### config.mk
export PLATFORM = sky130hd
export DESIGN_NAME = twi_addr_matcher
export DESIGN_NICKNAME = d
export VERILOG_FILES = /design/src/rtl/twi_am_pkg.sv /design/src/rtl/twi_am_sync.sv /design/src/rtl/twi_am_shift.sv /design/src/rtl/twi_am_decide.sv /design/src/rtl/twi_addr_matcher.sv
export SDC_FILE = /design/constraint.sdc
export NUM_CORES = 1
export LEC_CHECK = 0
export ABC_CLOCK_PERIOD_IN_PS = 2200
export BUFFER_PORTS_ARGS = -buffer_cell sky130_fd_sc_hd__buf_2
export CAP_MARGIN = 20
export CORE_MARGIN = 2
export CORE_UTILIZATION = 55
export CTS_BUF_LIST = sky130_fd_sc_hd__clkbuf_4 sky130_fd_sc_hd__clkbuf_8
export DETAILED_ROUTE_END_ITERATION = 6
export GPL_ROUTABILITY_DRIVEN = 0
export HOLD_SLACK_MARGIN = 0.15
export PLACE_DENSITY = 0.83
export SLEW_MARGIN = 5
export SYNTH_ARGS = -nofsm -noshare
export SYNTH_HDL_FRONTEND = slang
export SYNTH_SLANG_ARGS = --single-unit
### constraint.sdc
create_clock -name clk -period 2.2 [get_ports clk]
set_input_delay 0.44 -clock clk [delete_from_list [all_inputs] [get_ports clk]]
set_output_delay 0.44 -clock clk [all_outputs]
set_load 0.01 [all_outputs]
### src/rtl/twi_am_pkg.sv
package twi_am_pkg;
  localparam int BYTE_W = 8;
  localparam int A7_W   = 7;
  localparam int A10_W  = 10;
  localparam int HDR_W  = 5;
  localparam logic [HDR_W-1:0] TEN_HDR = 5'b11110;

  typedef enum logic [2:0] {
    RULE_NONE  = 3'd0,
    RULE_PRI   = 3'd1,
    RULE_ALT   = 3'd2,
    RULE_GCALL = 3'd3,
    RULE_TEN   = 3'd4,
    RULE_SW    = 3'd5
  } rule_e;
endpackage

### src/rtl/twi_am_sync.sv
module twi_am_sync #(
  parameter int STAGES = 2
) (
  input  logic clk,
  input  logic rst_n,
  input  logic scl_i,
  input  logic sda_i,
  output logic scl_rise_o,
  output logic start_o,
  output logic stop_o,
  output logic sda_o
);
  logic [STAGES-1:0] scl_ff, sda_ff;
  logic scl_q, sda_q;
  logic scl_s, sda_s;

  always_ff @(posedge clk or negedge rst_n) begin
    if (!rst_n) begin
      scl_ff <= '1;
      sda_ff <= '1;
      scl_q  <= 1'b1;
      sda_q  <= 1'b1;
    end else begin
      scl_ff <= {scl_ff[STAGES-2:0], scl_i};
      sda_ff <= {sda_ff[STAGES-2:0], sda_i};
      scl_q  <= scl_s;
      sda_q  <= sda_s;
    end
  end

  assign scl_s      = scl_ff[STAGES-1];
  assign sda_s      = sda_ff[STAGES-1];
  assign scl_rise_o = scl_s & ~scl_q;
  assign start_o    = scl_s & scl_q & sda_q & ~sda_s;
  assign stop_o     = scl_s & scl_q & ~sda_q & sda_s;
  assign sda_o      = sda_s;
endmodule

### src/rtl/twi_am_shift.sv
module twi_am_shift
  import twi_am_pkg::*;
(
  input  logic              clk,
  input  logic              rst_n,
  input  logic              start_i,
  input  logic              stop_i,
  input  logic              scl_rise_i,
  input  logic              sda_i,
  output logic              rdy_o,
  output logic              second_o,
  output logic [BYTE_W-1:0] byte_o
);
  localparam int LAST2 = 2 * BYTE_W;
  localparam int CNT_W = $clog2(LAST2 + 1);
  localparam logic [CNT_W-1:0] C_LAST1 = CNT_W'(BYTE_W - 1);
  localparam logic [CNT_W-1:0] C_ACK1  = CNT_W'(BYTE_W);
  localparam logic [CNT_W-1:0] C_LAST2 = CNT_W'(LAST2);

  logic              act_q, act_n;
  logic [CNT_W-1:0]  cnt_q, cnt_n;
  logic [BYTE_W-1:0] sr_q, sr_n;
  logic              rdy_q, rdy_n;
  logic              sec_q, sec_n;

  always_comb begin
    act_n = act_q;
    cnt_n = cnt_q;
    sr_n  = sr_q;
    rdy_n = 1'b0;
    sec_n = sec_q;
    if (start_i) begin
      act_n = 1'b1;
      cnt_n = '0;
    end else if (stop_i) begin
      act_n = 1'b0;
    end else if (scl_rise_i && act_q) begin
      cnt_n = cnt_q + 1'b1;
      if (cnt_q != C_ACK1) sr_n = {sr_q[BYTE_W-2:0], sda_i};
      if (cnt_q == C_LAST1) begin
        rdy_n = 1'b1;
        sec_n = 1'b0;
      end
      if (cnt_q == C_LAST2) begin
        rdy_n = 1'b1;
        sec_n = 1'b1;
        act_n = 1'b0;
      end
    end
  end

  always_ff @(posedge clk or negedge rst_n) begin
    if (!rst_n) begin
      act_q <= 1'b0;
      cnt_q <= '0;
      sr_q  <= '0;
      rdy_q <= 1'b0;
      sec_q <= 1'b0;
    end else begin
      act_q <= act_n;
      cnt_q <= cnt_n;
      sr_q  <= sr_n;
      rdy_q <= rdy_n;
      sec_q <= sec_n;
    end
  end

  assign rdy_o    = rdy_q;
  assign second_o = sec_q;
  assign byte_o   = sr_q;

  // a byte-ready pulse never lasts two cycles
  a_r2_rdy_pulse: assert property (@(posedge clk) disable iff (!rst_n)
    rdy_q |=> !rdy_q);
  // a START seen while idle leaves no byte pending next cycle
  a_r9_start_restart: assert property (@(posedge clk) disable iff (!rst_n)
    start_i |=> !rdy_q);
endmodule

### src/rtl/twi_am_decide.sv
module twi_am_decide
  import twi_am_pkg::*;
(
  input  logic              clk,
  input  logic              rst_n,
  input  logic              rdy_i,
  input  logic              second_i,
  input  logic [BYTE_W-1:0] byte_i,
  input  logic [A7_W-1:0]   own_i,
  input  logic [A7_W-1:0]   alt_i,
  input  logic              alt_mask_i,
  input  logic              gcall_en_i,
  input  logic              sw_i,
  input  logic              ten_en_i,
  input  logic [A10_W-1:0]  ten_addr_i,
  output logic              match_o,
  output rule_e             rule_o,
  output logic              rw_o,
  output logic [BYTE_W-1:0] byte_o
);
  logic              hit_q, hit_n;
  rule_e             rule_q, rule_n;
  logic              rw_q, rw_n;
  logic [BYTE_W-1:0] byte_q, byte_n;
  logic              pend_q, pend_n;
  logic              rw10_q, rw10_n;

  logic [A7_W-1:0] rx7, ign;
  logic            is_hdr, pri_ok;

  assign rx7    = byte_i[BYTE_W-1:1];
  assign ign    = alt_mask_i ? alt_i : '0;
  assign is_hdr = byte_i[BYTE_W-1 -: HDR_W] == TEN_HDR;
  assign pri_ok = ((rx7 ^ own_i) & ~ign) == '0;

  always_comb begin
    hit_n  = 1'b0;
    rule_n = rule_q;
    rw_n   = rw_q;
    byte_n = byte_q;
    pend_n = pend_q;
    rw10_n = rw10_q;
    if (rdy_i) begin
      byte_n = byte_i;
      rule_n = RULE_NONE;
      if (!second_i) begin
        pend_n = 1'b0;
        rw10_n = byte_i[0];
        rw_n   = byte_i[0];
        if (sw_i) begin
          hit_n  = 1'b1;
          rule_n = RULE_SW;
          pend_n = ten_en_i & is_hdr;
        end else if (ten_en_i && is_hdr) begin
          pend_n = byte_i[2:1] == ten_addr_i[A10_W-1:BYTE_W];
        end else if (gcall_en_i && byte_i == '0) begin
          hit_n  = 1'b1;
          rule_n = RULE_GCALL;
        end else if (pri_ok) begin
          hit_n  = 1'b1;
          rule_n = RULE_PRI;
        end else if (!alt_mask_i && rx7 == alt_i) begin
          hit_n  = 1'b1;
          rule_n = RULE_ALT;
        end
      end else begin
        pend_n = 1'b0;
        rw_n   = rw10_q;
        if (pend_q && sw_i) begin
          hit_n  = 1'b1;
          rule_n = RULE_SW;
        end else if (pend_q && byte_i == ten_addr_i[BYTE_W-1:0]) begin
          hit_n  = 1'b1;
          rule_n = RULE_TEN;
        end
      end
    end
  end

  always_ff @(posedge clk or negedge rst_n) begin
    if (!rst_n) begin
      hit_q  <= 1'b0;
      rule_q <= RULE_NONE;
      rw_q   <= 1'b0;
      byte_q <= '0;
      pend_q <= 1'b0;
      rw10_q <= 1'b0;
    end else begin
      hit_q  <= hit_n;
      rule_q <= rule_n;
      rw_q   <= rw_n;
      byte_q <= byte_n;
      pend_q <= pend_n;
      rw10_q <= rw10_n;
    end
  end

  assign match_o = hit_q;
  assign rule_o  = rule_q;
  assign rw_o    = rw_q;
  assign byte_o  = byte_q;

  // a strobe is always one cycle behind a completed byte
  a_r10_strobe_latency: assert property (@(posedge clk) disable iff (!rst_n)
    hit_q |-> $past(rdy_i));
  // a strobe always names a rule
  a_r1_rule_named: assert property (@(posedge clk) disable iff (!rst_n)
    hit_q |-> rule_q != RULE_NONE);
  // a ten-bit hit comes only from a second byte
  a_r8_ten_second: assert property (@(posedge clk) disable iff (!rst_n)
    (hit_q && rule_q == RULE_TEN) |-> $past(second_i));
  // a general call is always the zero byte with write direction
  a_r3_gcall_zero: assert property (@(posedge clk) disable iff (!rst_n)
    (hit_q && rule_q == RULE_GCALL) |-> (byte_q == '0 && !rw_q));
endmodule

### src/rtl/twi_addr_matcher.sv
module twi_addr_matcher
  import twi_am_pkg::*;
#(
  parameter int SYNC_STAGES = 2
) (
  input  logic              clk,
  input  logic              rst_n,
  input  logic              scl_i,
  input  logic              sda_i,
  input  logic [6:0]        cfg_own_addr,
  input  logic [6:0]        cfg_alt_addr,
  input  logic              cfg_alt_is_mask,
  input  logic              cfg_gcall_en,
  input  logic              cfg_sw_decide,
  input  logic              cfg_ten_en,
  input  logic [9:0]        cfg_ten_addr,
  output logic              match_o,
  output logic [2:0]        rule_o,
  output logic              rw_o,
  output logic [7:0]        addr_byte_o
);
  logic scl_rise, start_det, stop_det, sda_s;
  logic rdy, second;
  logic [BYTE_W-1:0] rx_byte;
  rule_e rule;

  twi_am_sync #(.STAGES(SYNC_STAGES)) u_sync (
    .clk(clk), .rst_n(rst_n), .scl_i(scl_i), .sda_i(sda_i),
    .scl_rise_o(scl_rise), .start_o(start_det), .stop_o(stop_det), .sda_o(sda_s)
  );

  twi_am_shift u_shift (
    .clk(clk), .rst_n(rst_n), .start_i(start_det), .stop_i(stop_det),
    .scl_rise_i(scl_rise), .sda_i(sda_s),
    .rdy_o(rdy), .second_o(second), .byte_o(rx_byte)
  );

  twi_am_decide u_decide (
    .clk(clk), .rst_n(rst_n), .rdy_i(rdy), .second_i(second), .byte_i(rx_byte),
    .own_i(cfg_own_addr), .alt_i(cfg_alt_addr), .alt_mask_i(cfg_alt_is_mask),
    .gcall_en_i(cfg_gcall_en), .sw_i(cfg_sw_decide), .ten_en_i(cfg_ten_en),
    .ten_addr_i(cfg_ten_addr),
    .match_o(match_o), .rule_o(rule), .rw_o(rw_o), .byte_o(addr_byte_o)
  );

  assign rule_o = rule;

  // in mask mode the second-address rule is never reported
  a_r5_no_alt_in_mask: assert property (@(posedge clk) disable iff (!rst_n)
    (match_o && cfg_alt_is_mask && $stable(cfg_alt_is_mask)) |-> rule_o != 3'd2);
endmodule

==> results of run 1 <==
==> area by class of cell <==
type / count / area (sq um) / share of cell area [%]
sequential: 36 / 908.4 / 41.58
tap: 46 / 57.56 / 2.635
clock buffer: 5 / 37.54 / 1.718
clock inverter: 3 / 42.54 / 1.947
inverter: 6 / 22.52 / 1.031
multi-input combinational: 116 / 888.4 / 40.66
timing repair buffer: 45 / 227.7 / 10.42
==> cells by family (layout without fill, tap and decap cells) <==
| logic type | Yosys count | in the layout |
|---|---|---|
| AO/OA/AOI/OAI | 25 | 25 |
| XOR/XNOR | 26 | 26 |
| adder cells (fa/ha/maj) | 2 | 2 |
| buffers and inverters | 18 | 59 |
| flip-flops | 36 | 36 |
| multiplexers | 17 | 17 |
| AND/OR/NAND/NOR | 46 | 46 |
==> registers in the layout, summed over array words and instances, names as in the netlist <==
signal,cells
u_shift.cnt_q,5
u_sync.scl_q,1
u_sync.sda_q,1
u_decide.byte_o,8
u_shift.second_o,1
u_decide.rw_o,1
u_decide.match_o,1
u_shift.byte_o,8
u_decide.pend_q,1
u_decide.rule_o,3
u_sync.scl_ff,2
u_shift.act_q,1
u_sync.sda_ff,2
u_shift.rdy_o,1
==> worst max-delay path, cell delays in order, from the launching register on <==
cell and delay (ns):
dfstp_2 0.58, nand3b_1 0.22, a41oi_2 0.51, mux2_2 0.40
==> per-stage QoR <==
step	area, sq um	hold slack, ns	utilization, %
6_report	2185	0.1503	65.99
5_1_grt	2185	0.1521	65.99
4_1_cts	2185	0.1639	65.99
3_5_place_dp	2105	0.3473	63.57
3_3_place_gp	2105	0.3457	63.57
2_1_floorplan	1883	0.1444	-
==> metal layers <==
metal	track usage (%)	vias up	part of all wire [%]
li1	-	684	-
met1	27.13	664	46
met2	31.85	49	45
met3	5.405	11	6.3
met4	10.56	0	2.3
met5	0	-	0
==> worst paths after layout <==
| kind | startpoint | end | slack, ns | cells past startpoint |
|---|---|---|---|---|
| max in group asynchronous | rst_n | u_shift.act_q | 1.56 | 1 |
| max | u_sync.scl_ff[1] | u_shift.byte_o[0] | 0.39 | 3 |
| min in group clk | scl_i | u_sync.scl_ff[0] | 0.18 | 1 |
| min reg2reg | u_sync.sda_ff[0] | u_sync.sda_ff[1] | 0.36 | 0 |
| max reg2reg | u_sync.scl_ff[1] | u_shift.byte_o[0] | 0.39 | 3 |
| min | rst_n | u_decide.byte_o[6] | 0.15 | 1 |
==> power breakdown <==
| part | switching, uW | leakage [uW] | internal, uW |
|---|---|---|---|
| sequential | 255 | 0.000443 | 820 |
| clock | 228 | 0.0000412 | 237 |
| combinational | 268 | 0.000515 | 358 |
==> placed cells by master (no fill, tap or decap), drive strengths merged, types with 2 or more instances in the layout <==
master	n
a21oi	5
a31oi	2
buf	45
clkbuf	5
dfrtp	30
dfstp	6
ha	2
inv	6
mux2	17
nand2	13
nand2b	3
nand3	4
nand3b	2
nand4	6
nor2	5
nor3	2
nor3b	2
nor4	4
o21ai	8
o31ai	3
o41ai	2
xnor2	19
xor2	7
==> results.txt, run 1 <==
DRC Markers - 0
Cell with the most instances after synthesis - dfrtp_1
Worst Path Arrival - 2.05 ns
Hold-fix buffers, CTS - 0
Final net count - 244
Placed wire-length estimate - 2.603 mm
Place WS - 0.3805 ns
Synth area leader - dfrtp_1
Worst Max-Slew Pin Slew - 0.7682 ns
Area share of the largest cell type after synthesis - 39.87%
Fillers - 284
Routed Antenna Nets - 0
Post-Synth Simple-Gate Area - 14.35%
Post-synth EDFFs - 0
Max cap viols - 0
Placed insts - 249
DRT Wirelength - 3.655 mm
Tmin final - 1.812 ns
Power, Total - 2165 uW
CTS tree - done
I/O pin count - 45
Routed WL per cell - 14.22 microns
Setup crit end kind - register
Worst-Skew Late Latency - 0.35 ns
Clk slew on worst S/H paths - 0.11 ns
Worst Setup Start Kind - register
Die Ht - 62.51 microns
Synth cell types - 39
Num CTS Buffers - 5
Congestion Overflow GR - 0
Syn Nets - 204
Vias - 1408
Cell Area, Synth - 0.001883 sq mm
CTS Sinks - 36
Data required time of the critical path - 2.44 ns
Share of layout cells above drive strength 1 - 37.91%
Clock Tree Buf Depth - 2
Commonest cells in the netlist - 30 x dfrtp_1, 19 x xnor2_1, 17 x mux2_2
Peak VDD IR - 0.0004503 V
Post-Synth XOR/XNOR Area - 12.09%
Initial antenna violation count - 0
Slew headroom - 48.79%
Ys Warns - 0
Starting Density - 56.88%
Vias in the first global route - 1364
RSZ-0062 raised after global routing - false
Post-CTS Setup Inserts - 0
Area delta synth->final - 16.01%
Power per cell area - 990.8 mW/mm^2
Max Fclk - 551.8 MHz
Antenna Cells - 0
Total core area - 0.003311 sq mm
Setup_tns - 0 ns
PortBufs - 44
Final hold violations - 0
Compound-Gate Fraction of Synth Area - 9.236%
Final cell count without fillers - 257
Worst setup margin - 0.3879 ns
DRT Pass-1 Iters - 4
DRT iter0 DRCs - 74
Fin crit share - 82.37%
Worst setup path category - register to register
Largest net degree at the start of global routing - 37
Register area share after synthesis - 48.24%
Site Rows - 21
Static leakage - 0.0009996 uW
CTS resizes - 0
Mux contribution to synthesized area - 10.17%
Slew Limit Fails - 0
Post-Synth Adder-Cell Area - 1.329%
Yosys reg bits - 36
Most area-consuming cells after synthesis - dfrtp_1 40%, mux2_2 10%, xnor2_1 8.8%
Gr usage total - 20.71%
Final Setup Violations - 0
Gate Count Post-Synth - 170
Worst Hold Class - input pin to async pin
Syn avg cell area - 11.08 sq um
Clock skew - 0.008381 ns
Fraction of registers with async set or reset after synthesis - 100.0%
Largest family of logic cells by synthesized area - simple AND/OR/NAND/NOR gates
CTS H-tree lvls - 2
Dominant synthesized flop cell - dfrtp_1
Die width - 62.51 microns
Root buffer cell - clkbuf_4
Die ar. - 0.003908 sq mm
First-pass GRT wire length - 6.258 mm
Maximum fanout along the worst path - 8
Status - finished, final reports clean
Vias per std cell - 5.479
Note: power is estimated with default switching activity, not from simulation.
==> run 2: changes to the inputs <==
--- a/config.mk
+++ b/config.mk
@@ -5,16 +5,16 @@
 export SDC_FILE = /design/constraint.sdc
 export NUM_CORES = 1
 export LEC_CHECK = 0
-export ABC_CLOCK_PERIOD_IN_PS = 2200
+export ABC_CLOCK_PERIOD_IN_PS = 1500
 export BUFFER_PORTS_ARGS = -buffer_cell sky130_fd_sc_hd__buf_2
 export CAP_MARGIN = 20
 export CORE_MARGIN = 2
-export CORE_UTILIZATION = 55
+export CORE_UTILIZATION = 50
 export CTS_BUF_LIST = sky130_fd_sc_hd__clkbuf_4 sky130_fd_sc_hd__clkbuf_8
 export DETAILED_ROUTE_END_ITERATION = 6
 export GPL_ROUTABILITY_DRIVEN = 0
 export HOLD_SLACK_MARGIN = 0.15
-export PLACE_DENSITY = 0.83
+export PLACE_DENSITY = 0.79
 export SLEW_MARGIN = 5
 export SYNTH_ARGS = -nofsm -noshare
 export SYNTH_HDL_FRONTEND = slang
==> constraint.sdc (replaced) <==
create_clock -name clk -period 1.5 [get_ports clk]
set_input_delay 0.3 -clock clk [delete_from_list [all_inputs] [get_ports clk]]
set_output_delay 0.3 -clock clk [all_outputs]
set_load 0.01 [all_outputs]
==> run 2 against run 1 <==
  * Global-route usage rose by 1.4 points
  * Routed wire length up 17%
  * Final cell count rose by 11%
  * Via count grew 7.5%
  * Flip-flop and latch count unchanged
  * Largest power group is now combinational logic
  * Hold slack improved by 0.19 ns
  * Die area grew 9.4%
  * Sequential share of layout area decreased by 5.5 points
  * The run now ends with negative setup slack left
  * Combinational power up 140%
  * Critical path depth rose by 2
  * Register-to-register slack got worse by 0.50 ns
==> results.txt, run 2 (synthesized netlist as in run 1, its figures left out) <==
Failing checks - negative setup slack
Site Rows - 22
Slew Limit Fails - 0
Critical R2R Capture - u_decide.match_o
Max cap viols - 0
Slowest stage cell, crit path - dfrtp_1
Clock Tree Buf Depth - 2
Most frequent cells in the layout - 44 x buf_2, 28 x dfrtp_1, 24 x buf_4
Crit-path max cell delay - 0.43 ns
Status - complete, but fails checks
Share of layout cells above drive strength 1 - 47.48%
Hold path endpoint - u_decide.rule_o[0]
Starting Density - 51.83%
Gr usage total - 22.14%
Fillers - 290
RSZ-0062 raised after global routing - true
CTS H-tree lvls - 2
Worst-Skew Late Latency - 0.29 ns
Static leakage - 0.001185 uW
Die ar. - 0.004273 sq mm
DRC Markers - 0
First-pass GRT wire length - 7.093 mm
Vias in the first global route - 1579
Met3 WL - 134 microns
Fin crit share - 107.2%
Area delta synth->final - 33.95%
Worst setup margin - -0.1075 ns
Buffers & Inverters on Critical Path - 0
Worst-path cell chain - xor2_1, a222oi_1, nor4b_4, nor4_2, o31ai_2
Data required time of the critical path - 1.70 ns
Place WS - -0.1426 ns
Routed WL per cell - 14.90 microns
Initial antenna violation count - 0
Final Setup Violations - 11
Power per cell area - 1504 mW/mm^2
PortBufs - 44
CTS tree - done
Crit-path leading delay family - compound AO/OA/AOI/OAI gates
Congestion Overflow GR - 0
Maximum fanout along the worst path - 3
Final hold violations - 0
Antenna Cells - 0
Max Fclk - 622.1 MHz
Placed insts - 272
Tmin final - 1.607 ns
Peak VDD IR - 0.0008022 V
Largest net degree at the start of global routing - 37
Worst Setup Start Kind - register
Final cell count without fillers - 286
Hold Path Origin - cfg_sw_decide
DRT Wirelength - 4.261 mm
Num CTS Buffers - 5
Clock skew - 0.005872 ns
Placed wire-length estimate - 3.097 mm
Top routing layer in use - met4
Worst Max-Slew Pin Slew - 0.4402 ns
Worst Reg-to-Reg Cells - 5
Reg-to-reg startpoint - u_shift.byte_o[2]
Root buffer cell - clkbuf_8
Slew headroom - 70.65%
R2r setup slk - -0.11 ns
Hold slack - 0.3387 ns
Final net count - 271
Hold path cells - 3
Routed length on met2 - 2.175 mm
Worst Path Arrival - 1.81 ns
Routed Antenna Nets - 0
I/O pin count - 45
DRT iter0 DRCs - 72
Total core area - 0.003633 sq mm
CTS Sinks - 36
Vias per std cell - 5.294
Worst setup path category - register to register
Clk slew on worst S/H paths - 0.07 ns
Commonest non-fill, non-tap cell in the layout - buf_2
Die width - 65.37 microns
Worst Hold Class - input pin to register
DRT Pass-1 Iters - 4
Vias - 1514
Die Ht - 65.37 microns
Setup crit end kind - register
Metal-1 WL - 1.860 mm
Power, Total - 3794 uW
run 2: cell count changes in the layout (fill, tap and decap cells not counted), moves of 5 or more:
cell,previous run,this run
mux2_2,17,9
buf_4,1,24
clkbuf_4,5,0
clkbuf_8,0,5
mux2_4,0,8
run 2: worst max path at each step:
stage	to	from	cells past startpoint	slack, ns
finish	u_decide.match_o	u_shift.byte_o[2]	5	-0.11
global route	u_decide.match_o	u_shift.byte_o[2]	5	-0.18
CTS	u_decide.match_o	u_shift.byte_o[2]	5	-0.13
detailed placement	u_decide.match_o	u_shift.byte_o[2]	5	-0.14
global placement	u_decide.match_o	u_shift.byte_o[2]	5	-0.08
floorplan	u_shift.byte_o[0]	u_sync.scl_ff[1]	3	-0.05
run 2: worst register-to-register path: stages, from the launching register on:
cell	delay, ns
dfrtp_1	0.43
xor2_1	0.18
a222oi_1	0.33
nor4b_4	0.32
nor4_2	0.07
o31ai_2	0.19
run 2: layer usage:
metal	global-route usage [%]	vias up
met5	0	-
li1	-	729
met3	4.452	9
met1	28.38	746
met2	35.71	30
met4	10.94	0
run 2: final cells by class:
cell class	count	area [sq um]	share of cell area, %
clock buffers	5	68.82	2.728
clock inverters	3	42.54	1.687
inverters	6	22.52	0.8929
multi-input cells	116	967.2	38.34
flip-flops and latches	36	910.9	36.11
well taps	48	60.06	2.381
repair buffers	72	450.4	17.86
run 2: timing repair:
action / in CTS / in global routing
hold buffers: 3 / 0
buffers inserted: 2 / 1
gates resized for setup: 11 / 8
endpoints found under the setup margin: 12 / 15
pin swaps: 5 / 5
endpoints found under the hold margin: 32 / 0
run 2: power breakdown:
| part | switching [uW] | internal (uW) | leakage, uW |
|---|---|---|---|
| combinational | 668 | 827 | 0.000690 |
| clock | 352 | 491 | 0.0000541 |
| sequential | 243 | 1210 | 0.000441 |
| total | 1260 | 2530 | 0.00118 |
run 2: metrics by stage:
stage | util, % | setup TNS, ns | area [sq um]
floorplan | - | -0.5061 | 1904
global placement | 62.81 | -0.2993 | 2282
detailed placement | 62.81 | -0.7474 | 2282
CTS | 68.56 | -0.4880 | 2491
global route | 69.42 | -1.097 | 2522
finish | 69.42 | -0.4117 | 2522
==> run 3: changes to the inputs <==
--- a/config.mk
+++ b/config.mk
@@ -8,14 +8,13 @@
 export ABC_CLOCK_PERIOD_IN_PS = 1500
 export BUFFER_PORTS_ARGS = -buffer_cell sky130_fd_sc_hd__buf_2
 export CAP_MARGIN = 20
-export CORE_MARGIN = 2
 export CORE_UTILIZATION = 50
 export CTS_BUF_LIST = sky130_fd_sc_hd__clkbuf_4 sky130_fd_sc_hd__clkbuf_8
 export DETAILED_ROUTE_END_ITERATION = 6
 export GPL_ROUTABILITY_DRIVEN = 0
 export HOLD_SLACK_MARGIN = 0.15
 export PLACE_DENSITY = 0.79
-export SLEW_MARGIN = 5
+export SLEW_MARGIN = 20
 export SYNTH_ARGS = -nofsm -noshare
 export SYNTH_HDL_FRONTEND = slang
 export SYNTH_SLANG_ARGS = --single-unit
==> run 3 against run 2 <==
  * Register-to-register slack got worse by 0.07 ns
  * Die area fell by 6.0%
  * Non-clock buffer count rose by 9
  * Clock power rose by 0.6%
  * Global-route usage rose by 1.0 points
  * Hold slack improved by 0.0062 ns
  * Highest routed layer unchanged
  * Worst setup slack got worse by 0.070 ns
  * Total power rose by 5.7%
  * First-iteration DRC count rose by 29%
  * Routed wire length rose by 6.0%
  * Clock skew rose by 0.0048 ns
  * Fmax fell by 4.2%
  * The run still ends with negative setup slack left
==> results.txt, run 3 (synthesized netlist as in run 1, its figures left out) <==
Status - complete, but fails checks
Failing checks - negative setup slack
DRC Markers - 0
Worst-path cell chain - buf_6, xor2_1, a222oi_1, nor4b_4, nor4_2, o31ai_2
Worst setup margin - -0.1776 ns
Worst Max-Slew Pin Slew - 0.4475 ns
Max Fclk - 596.1 MHz
Static leakage - 0.001242 uW
Crit-path max cell delay - 0.40 ns
CTS Sinks - 36
PortBufs - 44
DRT Wirelength - 4.516 mm
Met3 WL - 233 microns
Clock skew - 0.01072 ns
Most frequent cells in the layout - 44 x buf_2, 32 x buf_4, 28 x dfrtp_1
First-pass GRT wire length - 7.093 mm
Tmin final - 1.678 ns
Placed wire-length estimate - 3.186 mm
Place WS - -0.09643 ns
Worst Hold Class - input pin to register
Top routing layer in use - met4
Routed length on met2 - 2.235 mm
Starting Density - 54.29%
Placed cell area - 0.002352 sq mm
Final Setup Violations - 11
Initial antenna violation count - 0
Final Util - 75.32%
Power per cell area - 1535 mW/mm^2
Worst setup path category - register to register
Commonest non-fill, non-tap cell in the layout - buf_2
Worst Path Arrival - 1.88 ns
Slew Limit Fails - 0
Clock Tree Buf Depth - 2
Routed Antenna Nets - 0
Total core area - 0.003468 sq mm
Root buffer cell - clkbuf_8
DRT Pass-1 Iters - 4
Gr usage total - 23.17%
Largest net degree at the start of global routing - 37
Setup crit end kind - register
Fillers - 234
Die ar. - 0.004016 sq mm
I/O pin count - 45
CTS H-tree lvls - 2
Slew headroom - 70.17%
Worst-Skew Late Latency - 0.29 ns
Final net count - 280
Antenna Cells - 0
Vias in the first global route - 1486
Num CTS Buffers - 5
Site Rows - 21
Die width - 63.37 microns
Clk slew on worst S/H paths - 0.08 ns
Slowest stage cell, crit path - dfrtp_1
Multi-input gate area - 988.4 sq um
Routed WL per cell - 15.41 microns
Max cap viols - 0
Vias per std cell - 5.307
Vias - 1555
Sequential cell area - 910.9 sq um
Fin crit share - 111.8%
Hold slack - 0.3449 ns
Maximum fanout along the worst path - 3
Final hold violations - 0
Data required time of the critical path - 1.70 ns
Design area - 0.002613 sq mm
DRT iter0 DRCs - 93
RSZ-0062 raised after global routing - true
Die Ht - 63.37 microns
Share of layout cells above drive strength 1 - 50.20%
Peak VDD IR - 0.001302 V
Metal-1 WL - 1.995 mm
Congestion Overflow GR - 0
Worst Setup Start Kind - register
Area delta synth->final - 38.74%
CTS tree - done
==> run 3: through the flow <==
step	power, uW	std cells	TNS (ns)
after floorplan	2327	170	-0.5061
after global placement	2835	278	-0.02885
after global routing	4227	293	-1.696
after CTS	3793	290	-0.6702
after detailed placement	2884	278	-0.5895
final	4010	293	-0.8788
==> run 3: final timing paths <==
check / end / start / slack, ns / cells after the start
max: u_decide.match_o / u_shift.byte_o[2] / -0.18 / 6
min: u_decide.rule_o[0] / cfg_sw_decide / 0.34 / 3
max reg2reg: u_decide.match_o / u_shift.byte_o[2] / -0.18 / 6
min reg2reg: u_sync.sda_ff[1] / u_sync.sda_ff[0] / 0.36 / 0
max in group asynchronous: u_sync.scl_ff[1] / rst_n / 0.58 / 3
min in group asynchronous: u_decide.rule_o[0] / rst_n / 0.57 / 3
==> run 3: area by class of cell <==
type	instances	area share, %
Inverter	6	0.8621
Timing Repair Buffer	81	19.97
Clock buffer	6	2.921
Multi-Input combinational cell	116	37.84
Tap cell	46	2.203
Clock inverter	2	1.341
Sequential cell	36	34.87
==> run 3: worst max-delay path, delay by kind of cell (launching register included) <==
| kind | cells | cell delay, ns |
|---|---|---|
| AND/OR/NAND/NOR | 2 | 0.39 |
| buffers and inverters | 1 | 0.13 |
| flip-flops | 1 | 0.40 |
| XOR/XNOR | 1 | 0.15 |
| AO/OA/AOI/OAI | 2 | 0.54 |
==> run 3: routing by layer <==
| layer | global-route usage [%] | up-vias |
|---|---|---|
| li1 | - | 743 |
| met1 | 31.45 | 752 |
| met2 | 35.90 | 52 |
| met3 | 5.616 | 8 |
| met4 | 8.239 | 0 |
| met5 | 0 | - |
==> run 3: power by group <==
group	total (uW)	internal [uW]	switching [uW]
Clock	848	511	337
Combinational	1700	955	747
Sequential	1460	1210	248
Total	4010	2680	1330
==> run 3: repair_timing <==
item,4_1_cts,5_1_grt
buffers inserted,1,3
gates resized for setup,4,20
pin swaps,2,11
hold buffers,3,0
hold endpoints to repair,32,0
gates cloned,0,0
setup endpoints to repair,11,14
